===== src/rtl/alu8_pkg.sv =====
package alu8_pkg;

  typedef enum logic [3:0] {
    OP_ADD = 4'd0,
    OP_ADC = 4'd1,
    OP_SUB = 4'd2,
    OP_SBB = 4'd3,
    OP_AND = 4'd4,
    OP_OR  = 4'd5,
    OP_XOR = 4'd6,
    OP_CMP = 4'd7,
    OP_INC = 4'd8,
    OP_DEC = 4'd9
  } alu_op_e;

  typedef enum logic [1:0] {
    LG_AND = 2'd0,
    LG_OR  = 2'd1,
    LG_XOR = 2'd2
  } logic_sel_e;

  // Stored status bits; filler bits of the byte are generated at the output.
  typedef struct packed {
    logic s;
    logic z;
    logic ac;
    logic p;
    logic cy;
  } flag_set_t;

  localparam int FLAG_W  = 8;
  localparam int POS_S   = 7;
  localparam int POS_Z   = 6;
  localparam int POS_AC  = 4;
  localparam int POS_P   = 2;
  localparam int POS_ONE = 1;
  localparam int POS_CY  = 0;

  localparam flag_set_t FLAGS_RESET = '{s: 1'b0, z: 1'b0, ac: 1'b0, p: 1'b0, cy: 1'b0};

endpackage


===== src/rtl/alu8_rst_sync.sv =====
module alu8_rst_sync #(
  parameter int STAGES = 2
) (
  input  logic clk,
  input  logic rst_n_in,
  output logic rst_n_out
);

  logic [STAGES-1:0] sync_q;

  always_ff @(posedge clk or negedge rst_n_in) begin
    if (!rst_n_in) begin
      sync_q <= '0;
    end else begin
      sync_q <= {sync_q[STAGES-2:0], 1'b1};
    end
  end

  assign rst_n_out = sync_q[STAGES-1];

endmodule


===== src/rtl/alu8_addsub.sv =====
// Split adder/subtractor: low nibble and high part computed separately so the
// nibble carry (or borrow) is a real internal signal rather than a derived one.
module alu8_addsub #(
  parameter int DATA_W = 8,
  parameter int NIB_W  = 4
) (
  input  logic [DATA_W-1:0] a,
  input  logic [DATA_W-1:0] b,
  input  logic              sub,
  input  logic              cin,
  output logic [DATA_W-1:0] res,
  output logic              carry,
  output logic              aux
);

  localparam int HI_W = DATA_W - NIB_W;

  logic [NIB_W:0] lo_sum;
  logic [HI_W:0]  hi_sum;
  logic [NIB_W:0] lo_a, lo_b, lo_c;
  logic [HI_W:0]  hi_a, hi_b, hi_c;

  always_comb begin
    lo_a = {1'b0, a[NIB_W-1:0]};
    lo_b = {1'b0, b[NIB_W-1:0]};
    lo_c = {{NIB_W{1'b0}}, cin};
    if (sub) begin
      lo_sum = lo_a - lo_b - lo_c;
    end else begin
      lo_sum = lo_a + lo_b + lo_c;
    end

    hi_a = {1'b0, a[DATA_W-1:NIB_W]};
    hi_b = {1'b0, b[DATA_W-1:NIB_W]};
    hi_c = {{HI_W{1'b0}}, lo_sum[NIB_W]};
    if (sub) begin
      hi_sum = hi_a - hi_b - hi_c;
    end else begin
      hi_sum = hi_a + hi_b + hi_c;
    end

    res   = {hi_sum[HI_W-1:0], lo_sum[NIB_W-1:0]};
    aux   = lo_sum[NIB_W];
    carry = hi_sum[HI_W];
  end

endmodule


===== src/rtl/alu8_logic.sv =====
module alu8_logic
  import alu8_pkg::*;
#(
  parameter int DATA_W = 8
) (
  input  logic [DATA_W-1:0] a,
  input  logic [DATA_W-1:0] b,
  input  logic_sel_e        sel,
  output logic [DATA_W-1:0] res
);

  always_comb begin
    case (sel)
      LG_AND:  res = a & b;
      LG_OR:   res = a | b;
      LG_XOR:  res = a ^ b;
      default: res = a & b;
    endcase
  end

endmodule


===== src/rtl/alu8_flag_eval.sv =====
module alu8_flag_eval
  import alu8_pkg::*;
#(
  parameter int DATA_W = 8
) (
  input  logic [DATA_W-1:0] res,
  input  logic              ac_in,
  input  logic              cy_in,
  output flag_set_t         flags
);

  always_comb begin
    flags.s  = res[DATA_W-1];
    flags.z  = (res == '0);
    flags.ac = ac_in;
    flags.p  = ~(^res);
    flags.cy = cy_in;
  end

endmodule


===== src/rtl/alu8_status.sv =====
module alu8_status
  import alu8_pkg::*;
#(
  parameter int DATA_W      = 8,
  parameter int NIB_W       = 4,
  parameter int SYNC_STAGES = 2
) (
  input  logic                     clk,
  input  logic                     rst_n,
  input  logic                     acc_load,
  input  logic [DATA_W-1:0]        load_data,
  input  logic                     op_valid,
  input  logic [3:0]               op_sel,
  input  logic [DATA_W-1:0]        operand,
  output logic [DATA_W-1:0]        acc_q,
  output logic [FLAG_W-1:0]        flags_q,
  output logic [DATA_W+FLAG_W-1:0] psw_q
);

  logic rst_int_n;

  alu8_rst_sync #(.STAGES(SYNC_STAGES)) i_rst_sync (
    .clk      (clk),
    .rst_n_in (rst_n),
    .rst_n_out(rst_int_n)
  );

  // ---------------- state ----------------
  logic [DATA_W-1:0] acc_r, acc_d;
  flag_set_t         flg_r, flg_d;
  logic              acc_en, flg_en;

  // ---------------- decode ----------------
  alu_op_e           op;
  logic [DATA_W-1:0] b_sel;
  logic              do_sub, do_cin, use_arith, wr_acc, wr_flg, keep_cy, lg_ac;
  logic_sel_e        lg_sel;

  assign op = alu_op_e'(op_sel);

  always_comb begin
    b_sel     = operand;
    do_sub    = 1'b0;
    do_cin    = 1'b0;
    use_arith = 1'b1;
    wr_acc    = 1'b0;
    wr_flg    = 1'b0;
    keep_cy   = 1'b0;
    lg_ac     = 1'b0;
    lg_sel    = LG_AND;
    case (op)
      OP_ADD: begin wr_acc = 1'b1; wr_flg = 1'b1; end
      OP_ADC: begin wr_acc = 1'b1; wr_flg = 1'b1; do_cin = flg_r.cy; end
      OP_SUB: begin wr_acc = 1'b1; wr_flg = 1'b1; do_sub = 1'b1; end
      OP_SBB: begin wr_acc = 1'b1; wr_flg = 1'b1; do_sub = 1'b1; do_cin = flg_r.cy; end
      OP_AND: begin wr_acc = 1'b1; wr_flg = 1'b1; use_arith = 1'b0; lg_sel = LG_AND; lg_ac = 1'b1; end
      OP_OR:  begin wr_acc = 1'b1; wr_flg = 1'b1; use_arith = 1'b0; lg_sel = LG_OR; end
      OP_XOR: begin wr_acc = 1'b1; wr_flg = 1'b1; use_arith = 1'b0; lg_sel = LG_XOR; end
      OP_CMP: begin wr_flg = 1'b1; do_sub = 1'b1; end
      OP_INC: begin wr_acc = 1'b1; wr_flg = 1'b1; keep_cy = 1'b1; b_sel = DATA_W'(1); end
      OP_DEC: begin wr_acc = 1'b1; wr_flg = 1'b1; keep_cy = 1'b1; do_sub = 1'b1; b_sel = DATA_W'(1); end
      default: begin wr_acc = 1'b0; wr_flg = 1'b0; end
    endcase
  end

  // ---------------- datapath ----------------
  logic [DATA_W-1:0] arith_res, logic_res, alu_res;
  logic              arith_cy, arith_ac, res_ac, res_cy;
  flag_set_t         flg_new;

  alu8_addsub #(.DATA_W(DATA_W), .NIB_W(NIB_W)) i_addsub (
    .a    (acc_r),
    .b    (b_sel),
    .sub  (do_sub),
    .cin  (do_cin),
    .res  (arith_res),
    .carry(arith_cy),
    .aux  (arith_ac)
  );

  alu8_logic #(.DATA_W(DATA_W)) i_logic (
    .a  (acc_r),
    .b  (operand),
    .sel(lg_sel),
    .res(logic_res)
  );

  always_comb begin
    if (use_arith) begin
      alu_res = arith_res;
      res_ac  = arith_ac;
      res_cy  = keep_cy ? flg_r.cy : arith_cy;
    end else begin
      alu_res = logic_res;
      res_ac  = lg_ac;
      res_cy  = 1'b0;
    end
  end

  alu8_flag_eval #(.DATA_W(DATA_W)) i_flag_eval (
    .res  (alu_res),
    .ac_in(res_ac),
    .cy_in(res_cy),
    .flags(flg_new)
  );

  // ---------------- next state ----------------
  always_comb begin
    acc_d  = acc_r;
    flg_d  = flg_r;
    acc_en = 1'b0;
    flg_en = 1'b0;
    if (acc_load) begin
      acc_d  = load_data;
      acc_en = 1'b1;
    end else if (op_valid) begin
      acc_d  = alu_res;
      flg_d  = flg_new;
      acc_en = wr_acc;
      flg_en = wr_flg;
    end
  end

  // ---------------- registers ----------------
  always_ff @(posedge clk or negedge rst_int_n) begin
    if (!rst_int_n) begin
      acc_r <= '0;
    end else if (acc_en) begin
      acc_r <= acc_d;
    end
  end

  always_ff @(posedge clk or negedge rst_int_n) begin
    if (!rst_int_n) begin
      flg_r <= FLAGS_RESET;
    end else if (flg_en) begin
      flg_r <= flg_d;
    end
  end

  // ---------------- outputs ----------------
  always_comb begin
    flags_q          = '0;
    flags_q[POS_S]   = flg_r.s;
    flags_q[POS_Z]   = flg_r.z;
    flags_q[POS_AC]  = flg_r.ac;
    flags_q[POS_P]   = flg_r.p;
    flags_q[POS_ONE] = 1'b1;
    flags_q[POS_CY]  = flg_r.cy;
  end

  assign acc_q = acc_r;
  assign psw_q = {acc_r, flags_q};

  // ---------------- assertions ----------------
  logic cmd_op;
  assign cmd_op = op_valid && !acc_load;

  assert_load_keeps_flags_R2: assert property (@(posedge clk) disable iff (!rst_int_n)
    acc_load |=> ($stable(flags_q) && acc_q == $past(load_data)));

  assert_cmp_keeps_acc_R5: assert property (@(posedge clk) disable iff (!rst_int_n)
    (cmd_op && op_sel == 4'd7) |=> $stable(acc_q));

  assert_logic_clears_cy_R6: assert property (@(posedge clk) disable iff (!rst_int_n)
    (cmd_op && (op_sel == 4'd4 || op_sel == 4'd5 || op_sel == 4'd6)) |=> (flags_q[POS_CY] == 1'b0));

  assert_incdec_keeps_cy_R7: assert property (@(posedge clk) disable iff (!rst_int_n)
    (cmd_op && (op_sel == 4'd8 || op_sel == 4'd9)) |=> $stable(flags_q[POS_CY]));

  assert_zero_flag_R8: assert property (@(posedge clk) disable iff (!rst_int_n)
    (cmd_op && op_sel <= 4'd9 && op_sel != 4'd7) |=> (flags_q[POS_Z] == (acc_q == '0)));

  assert_parity_sign_R8: assert property (@(posedge clk) disable iff (!rst_int_n)
    (cmd_op && op_sel <= 4'd9 && op_sel != 4'd7) |=>
      (flags_q[POS_P] == ~(^acc_q) && flags_q[POS_S] == acc_q[DATA_W-1]));

  assert_idle_hold_R11: assert property (@(posedge clk) disable iff (!rst_int_n)
    (!acc_load && (!op_valid || op_sel > 4'd9)) |=> ($stable(acc_q) && $stable(flags_q)));

endmodule


===== config.mk =====
export PLATFORM = sky130hd
export DESIGN_NAME = alu8_status
export DESIGN_NICKNAME = d
export VERILOG_FILES = /design/src/rtl/alu8_pkg.sv /design/src/rtl/alu8_rst_sync.sv /design/src/rtl/alu8_addsub.sv /design/src/rtl/alu8_logic.sv /design/src/rtl/alu8_flag_eval.sv /design/src/rtl/alu8_status.sv
export SDC_FILE = /design/constraint.sdc
export NUM_CORES = 1
export LEC_CHECK = 0
export ABC_AREA = 1
export BUFFER_PORTS_ARGS = -buffer_cell sky130_fd_sc_hd__buf_2
export CORE_AREA = 2 2 66 68
export DETAILED_ROUTE_END_ITERATION = 12
export DIE_AREA = 0 0 68 70
export PLACE_DENSITY = 0.85
export SLEW_MARGIN = 30
export SYNTH_ARGS = -nofsm -noshare
export SYNTH_HDL_FRONTEND = slang
export SYNTH_SLANG_ARGS = --single-unit

===== constraint.sdc =====
create_clock -name clk -period 1.9 [get_ports clk]
set_input_delay 0.19 -clock clk [delete_from_list [all_inputs] [get_ports clk]]
set_output_delay 0.19 -clock clk [all_outputs]
set_load 0.03 [all_outputs]

# Yosys cells after proc, flatten, opt, wreduce, memory -nomap -nowiden
# Cells that the tools add are included.
[totals]
ram_bits = 0
n_memories = 0
rom_bits = 0
register_bits = 15
out_inout_bits = 32
inputBits = 24
latch_bits = 0
[op_classes]
n_addsub = 8
muxes = 21
bitwise_logic = 5
eq_ne = 12
reduce_logical = 13
n_shift = 0
n_lt_le_gt_ge = 0
n_mul = 0
n_div = 0
[ops]
columns = ["cell", "count"]
rows = [
  ["$mux 8", 4],
  ["$eq 4x3->1 const B", 4],
  ["$pmux 8 s2", 1],
  ["$mux 1", 13],
  ["$add 4x4->5", 2],
  ["$add 5x1->5", 2],
  ["$mux 5", 2],
  ["$reduce_or 10->1", 1],
  ["$sub 4x4->5", 2],
  ["$sub 5x1->5", 2],
  ["$reduce_or 9->1", 1],
  ["$and 8x8->8", 1],
  ["$eq 4x2->1 const B", 2],
  ["$eq 4x4->1 const B", 2],
  ["$logic_not 8->1", 1],
  ["$or 8x8->8", 1],
  ["$reduce_xor 8->1", 1],
  ["$xor 8x8->8", 1],
  ["$eq 4x1->1 const B", 1],
  ["$logic_not 4->1", 1],
  ["$pmux 2 s2", 1],
  ["$reduce_and 4->1", 1],
  ["$reduce_or 2->1", 2],
  ["$reduce_or 4->1", 1],
  ["other kinds (8)", 9],
]

# Longest topological paths before layout
[logic_depth]
ltp_word = 11
mapped_depth = 27
ltp_nobuf = 27

# Cells and area by module
# From an unflattened synthesis, not the netlist that was laid out.
[unflattened]
cells_unflattened = 408
hier_area_um2 = 2640.0
[modules_own_cells]
columns = ["mod", "area_each_um2", "cells_each", "instances"]
rows = [
  ["alu8_status", 1064.8, 147, 1],
  ["alu8_addsub", 803.3, 125, 1],
  ["alu8_logic", 533.0, 96, 1],
  ["alu8_flag_eval", 185.2, 37, 1],
  ["alu8_rst_sync", 53.8, 3, 1],
]

# Worst setup path after synthesis
# Ideal clock, no wire load.
[synth_path]
path_kind = "register -> register"
from = "register acc_r[0], in the netlist acc_q[0]"
to = "register flg_r (netlist bit flags_q[2])"
t_arrival_ns = 3.708
setup_slack_ns = -1.936
stages_incl_launch_ff = 19
n_path_buf = 0
period_less_slack_ns = 3.836
path_cell_list = "dfrtp_1 inv_1 fa_1 fa_1 nor2_1 o21ai_0 nand3b_1 nand2_1 fa_1 fa_1 xnor2_1 nand2_1 nand3_1 nand2_1 inv_1 ha_1 xor2_1 xnor2_1 o21ai_0"
[synth_between]
elab_chain_cells = 8
[synth_rtl]
columns = ["item", "line_no", "rtl"]
rows = [
  ["from (decl)", "alu8_status.sv:29", "logic [DATA_W-1:0] acc_r, acc_d;"],
  ["from (signal assigned)", "alu8_status.sv:127", "acc_r <= '0;"],
  ["from (signal assigned)", "alu8_status.sv:129", "acc_r <= acc_d;"],
  ["$add 4x4->5 / $sub 4x4->5 (equally long branches)", "alu8_addsub.sv:30, alu8_addsub.sv:28", ""],
  ["$add 5x1->5 / $sub 5x1->5 (equally long branches)", "alu8_addsub.sv:30, alu8_addsub.sv:28", ""],
  ["$mux 5", "alu8_addsub.sv:27", "if (sub) begin"],
  ["$add 5x1->5 / $sub 5x1->5 (equally long branches)", "alu8_addsub.sv:39, alu8_addsub.sv:37", ""],
  ["$mux 5", "alu8_addsub.sv:36", "if (sub) begin"],
  ["$mux 8 (*)", "alu8_status.sv:89", "if (use_arith) begin"],
  ["$reduce_xor 8->1 (*)", "alu8_flag_eval.sv:16", "flags.p = ~(^res);"],
  ["$not 1->1 (*)", "alu8_flag_eval.sv:16", ""],
  ["to (signal assigned)", "alu8_status.sv:137", "flg_r <= flg_d;"],
  ["to (decl)", "alu8_status.sv:30", "flag_set_t flg_r, flg_d;"],
]
# Every way passes the cells marked *; elsewhere a longest branch is shown, timed or not.
# A chain may end at the register's enable or synchronous reset.

# Worst setup path after layout
[layout_path]
from = "register flg_r (netlist bit flags_q[0])"
to = "register flg_r (netlist bit flags_q[2])"
[layout_between]
elab_chain_cells = 8
[layout_rtl]
columns = ["item", "line_no", "rtl"]
rows = [
  ["$mux 1 (*)", "alu8_status.sv:51", "case (op)"],
  ["$add 5x1->5 / $sub 5x1->5 (equally long branches)", "alu8_addsub.sv:30, alu8_addsub.sv:28", ""],
  ["$mux 5 (*)", "alu8_addsub.sv:27", ""],
  ["$add 5x1->5 / $sub 5x1->5 (equally long branches)", "alu8_addsub.sv:39, alu8_addsub.sv:37", ""],
  ["$mux 5", "alu8_addsub.sv:36", ""],
  ["$mux 8 (*)", "alu8_status.sv:89", ""],
  ["$reduce_xor 8->1 (*)", "alu8_flag_eval.sv:16", ""],
  ["$not 1->1 (*)", "alu8_flag_eval.sv:16", ""],
]
# Marks and branches as above.

==> impl_metrics.yaml <==
outcome:
  status: "finished, violations left"
  violations: "negative setup slack"
setup_path:
  critPathLaunch: "flags_q[0]"
  slowest_stage: "dfrtp_2"
  worstSetupStartpointType: "register"
  endpoint: "flags_q[2]"
  critical-path-top-delay-family: "adder cells"
  worst_setup_path_end_kind: "register"
  ff2ff_path_depth: 25
  worst_ep_required_time_ps: 2040
  cp.depth: 25
  r2r_setup_slack_ps: -1950
  critPathArrivalTime_ps: 3980
  timing.rr.end: "flags_q[2]"
  r2r_start: "flags_q[0]"
  cp_slowest_stage_delay_ps: 390
  crit_type: "register to register"
  worst-path-max-fanout: 2
  cp.buffers_inverters: 4
  crit_top_cell: "nand2_1"
final_layout:
  final_cell_mix: "buf_4, nand2_1, inv_1"
  final_cell_count_no_fill: 513
  regArea_sq_um: 379
  diodes: 0
  fillCellCount: 195
  finish.utilization_pct: 87.6
  layout-drive-gt1-share_pct: 49.0
  final_nets: 532
  final_common_cell: "buf_4"
  area_growth_pct: 55.5
  multi_input_area_sq_um: 1900
global_routing:
  antenna_found_initial: 0
  grt_pass1_vias: 3149
  grt-ovfl-total: 0
  track_usage_pct: 48.1
  grt_max_degree: 14
  grt_pass1_wl_microns: 16600
synthesis:
  yosysTopAreaCellShare_pct: 20.4
  synth_seq_cells: 15
  synth_edf_count: 0
  avgSynthCellArea_sq_um: 6.97
  yosysTopAreaCell: "ha_1"
  netlist_area_sq_um: 2330
  syn_inst: 335
  ys_async_sr_fraction_pct: 100
  yosysWarnings: 0
  seq_area_frac_synth_pct: 16.1
  synth_cell_type_count: 33
  yosys-top-cells-area: "ha_1, dfrtp_1, nand2_1, inv_1, fa_1"
  ys.flop_type: "dfrtp_1"
die:
  dieArea_sq_um: 4760
  pin_count: 56
  rows: 24
  core-area_sq_um: 4140
  die_h_microns: 70
  start_util_pct: 56.3
  die_w_microns: 68
power:
  p_total_mw: 2.80
  power_density_nw_per_um2: 772
  ir_drop_uv: 719
  p_leak_nw: 2.02
clocking:
  insertion_delay_ps: 270
  cts_root_buf: "clkbuf_8"
  cts_max_path_buffers: 2
  numClockSinks: 15
  h-tree-depth: 1
  path_clk_slew_ps: 80
  cts_tree: "yes"
  cts_buffers: 3
place:
  portBuffers: 49
  placed_cells: 494
  place_ws_ps: -2050
  gp_congestion: 0.910
  dp_hpwl_microns: 5650
routing:
  wl_microns: 10600
  num_vias: 3105
  antenna_left: 0
  drcViolationCount: 0
  first_pass_iters: 6
  viasPerCell: 6.05
  drt_iter0_drc: 356
  wl_per_cell_microns: 20.6
timing:
  tightestPinTransition_ps: 695
  fmax_mhz: 260
  hold_viol: 0
  final-max-slew-violation-count: 0
  rsz0062_at_grt: "true"
  fin_ws_ps: -1950
  finalCritPeriodShare_pct: 202
  fin_crit_ps: 3850
  setup_viol: 13
  slew_headroom_pct: 53.6
  fin_skew_ps: 12.8
job:
  drv_cap: 0
worst_hold_path:
  hp-start: "load_data[4]"
  min_path_type: "input pin to register"
-- timing repair --
item	4_1_cts	5_1_grt
endpoints found under the setup margin	13	13
endpoints found under the hold margin	2	0
cloned	0	0
buffers inserted	21	12
pin swaps	16	26
hold buffers	1	0
resized for setup	33	41
-- worst min-delay path, stage by stage --
cell and delay (ps):
buf_2 70, nand2_1 50, nand3_1 70
-- stage by stage --
| step | hold WS [ps] | TNS, ps | area (sq um) |
|---|---|---|---|
| floorplan | -106 | -8730 | 2430 |
| global placement | -23.3 | -12250 | 3160 |
| detailed placement | -22.0 | -14090 | 3160 |
| CTS | 162 | -11720 | 3520 |
| global route | 171 | -14110 | 3630 |
| finish | 162 | -12850 | 3630 |
-- synth_stat cells, types with 2 or more instances --
master	n
inv_1	59
nand2_1	75
o21ai_1	3
nand3b_1	4
buf_4	19
clkbuf_1	2
o211ai_1	3
nor3_1	2
buf_2	2
fa_1	8
ha_1	38
inv_2	2
conb_1	2
nand4_1	2
a21oi_1	10
nor2_1	22
nand3_1	27
nand3_2	2
dfrtp_1	15
xor2_1	2
o21ai_0	20
xnor2_1	5
-- worst min-delay path by stage --
stage | end | slack [ps] | cells past startpoint
final | acc_q[4] | 160 | 3
after CTS | acc_q[1] | 160 | 3
after global placement | i_rst_sync.sync_q[1] | -20 | 1
after detailed placement | i_rst_sync.sync_q[1] | -20 | 1
after floorplan | i_rst_sync.sync_q[0] | -110 | 0
after global routing | acc_q[1] | 170 | 3
-- report_power, final --
part	internal, mW	switching, mW
logic	0.882	1.20
registers	0.373	0.0624
clock network	0.146	0.138
-- cells by family after synthesis --
group	after synthesis	synth area share (%)
flip-flops	15	16.1
AO/OA/AOI/OAI	40	9.87
AND/OR/NAND/NOR	140	26.7
buffers and inverters	85	17.2
adder cells (fa/ha/maj)	46	27.2
XOR/XNOR	7	2.63
other	2	0.322
-- metal layers --
layer / share of wire [%] / GRT usage [%] / up-vias
li1: - / - / 1281
met1: 32 / 52.8 / 1394
met2: 45 / 71.5 / 307
met3: 12 / 19.8 / 123
met4: 11 / 37.1 / 0
met5: 0 / 0 / -
-- cell type report --
| class | instances | share of cell area, % |
|---|---|---|
| Sequential cell | 15 | 10.4 |
| Timing Repair Buffer | 141 | 27.5 |
| Clock inverter | 1 | 0.138 |
| Tap cell | 52 | 1.79 |
| Clock buffer | 3 | 1.14 |
| Inverter | 61 | 6.72 |
| Multi-Input combinational cell | 240 | 52.3 |
-- registers in the layout, summed over array words and instances, names as in the netlist --
name / cells
acc_q: 8
flags_q: 5
i_rst_sync.sync_q: 2
No activity file was read; power rests on OpenSTA's default activity.
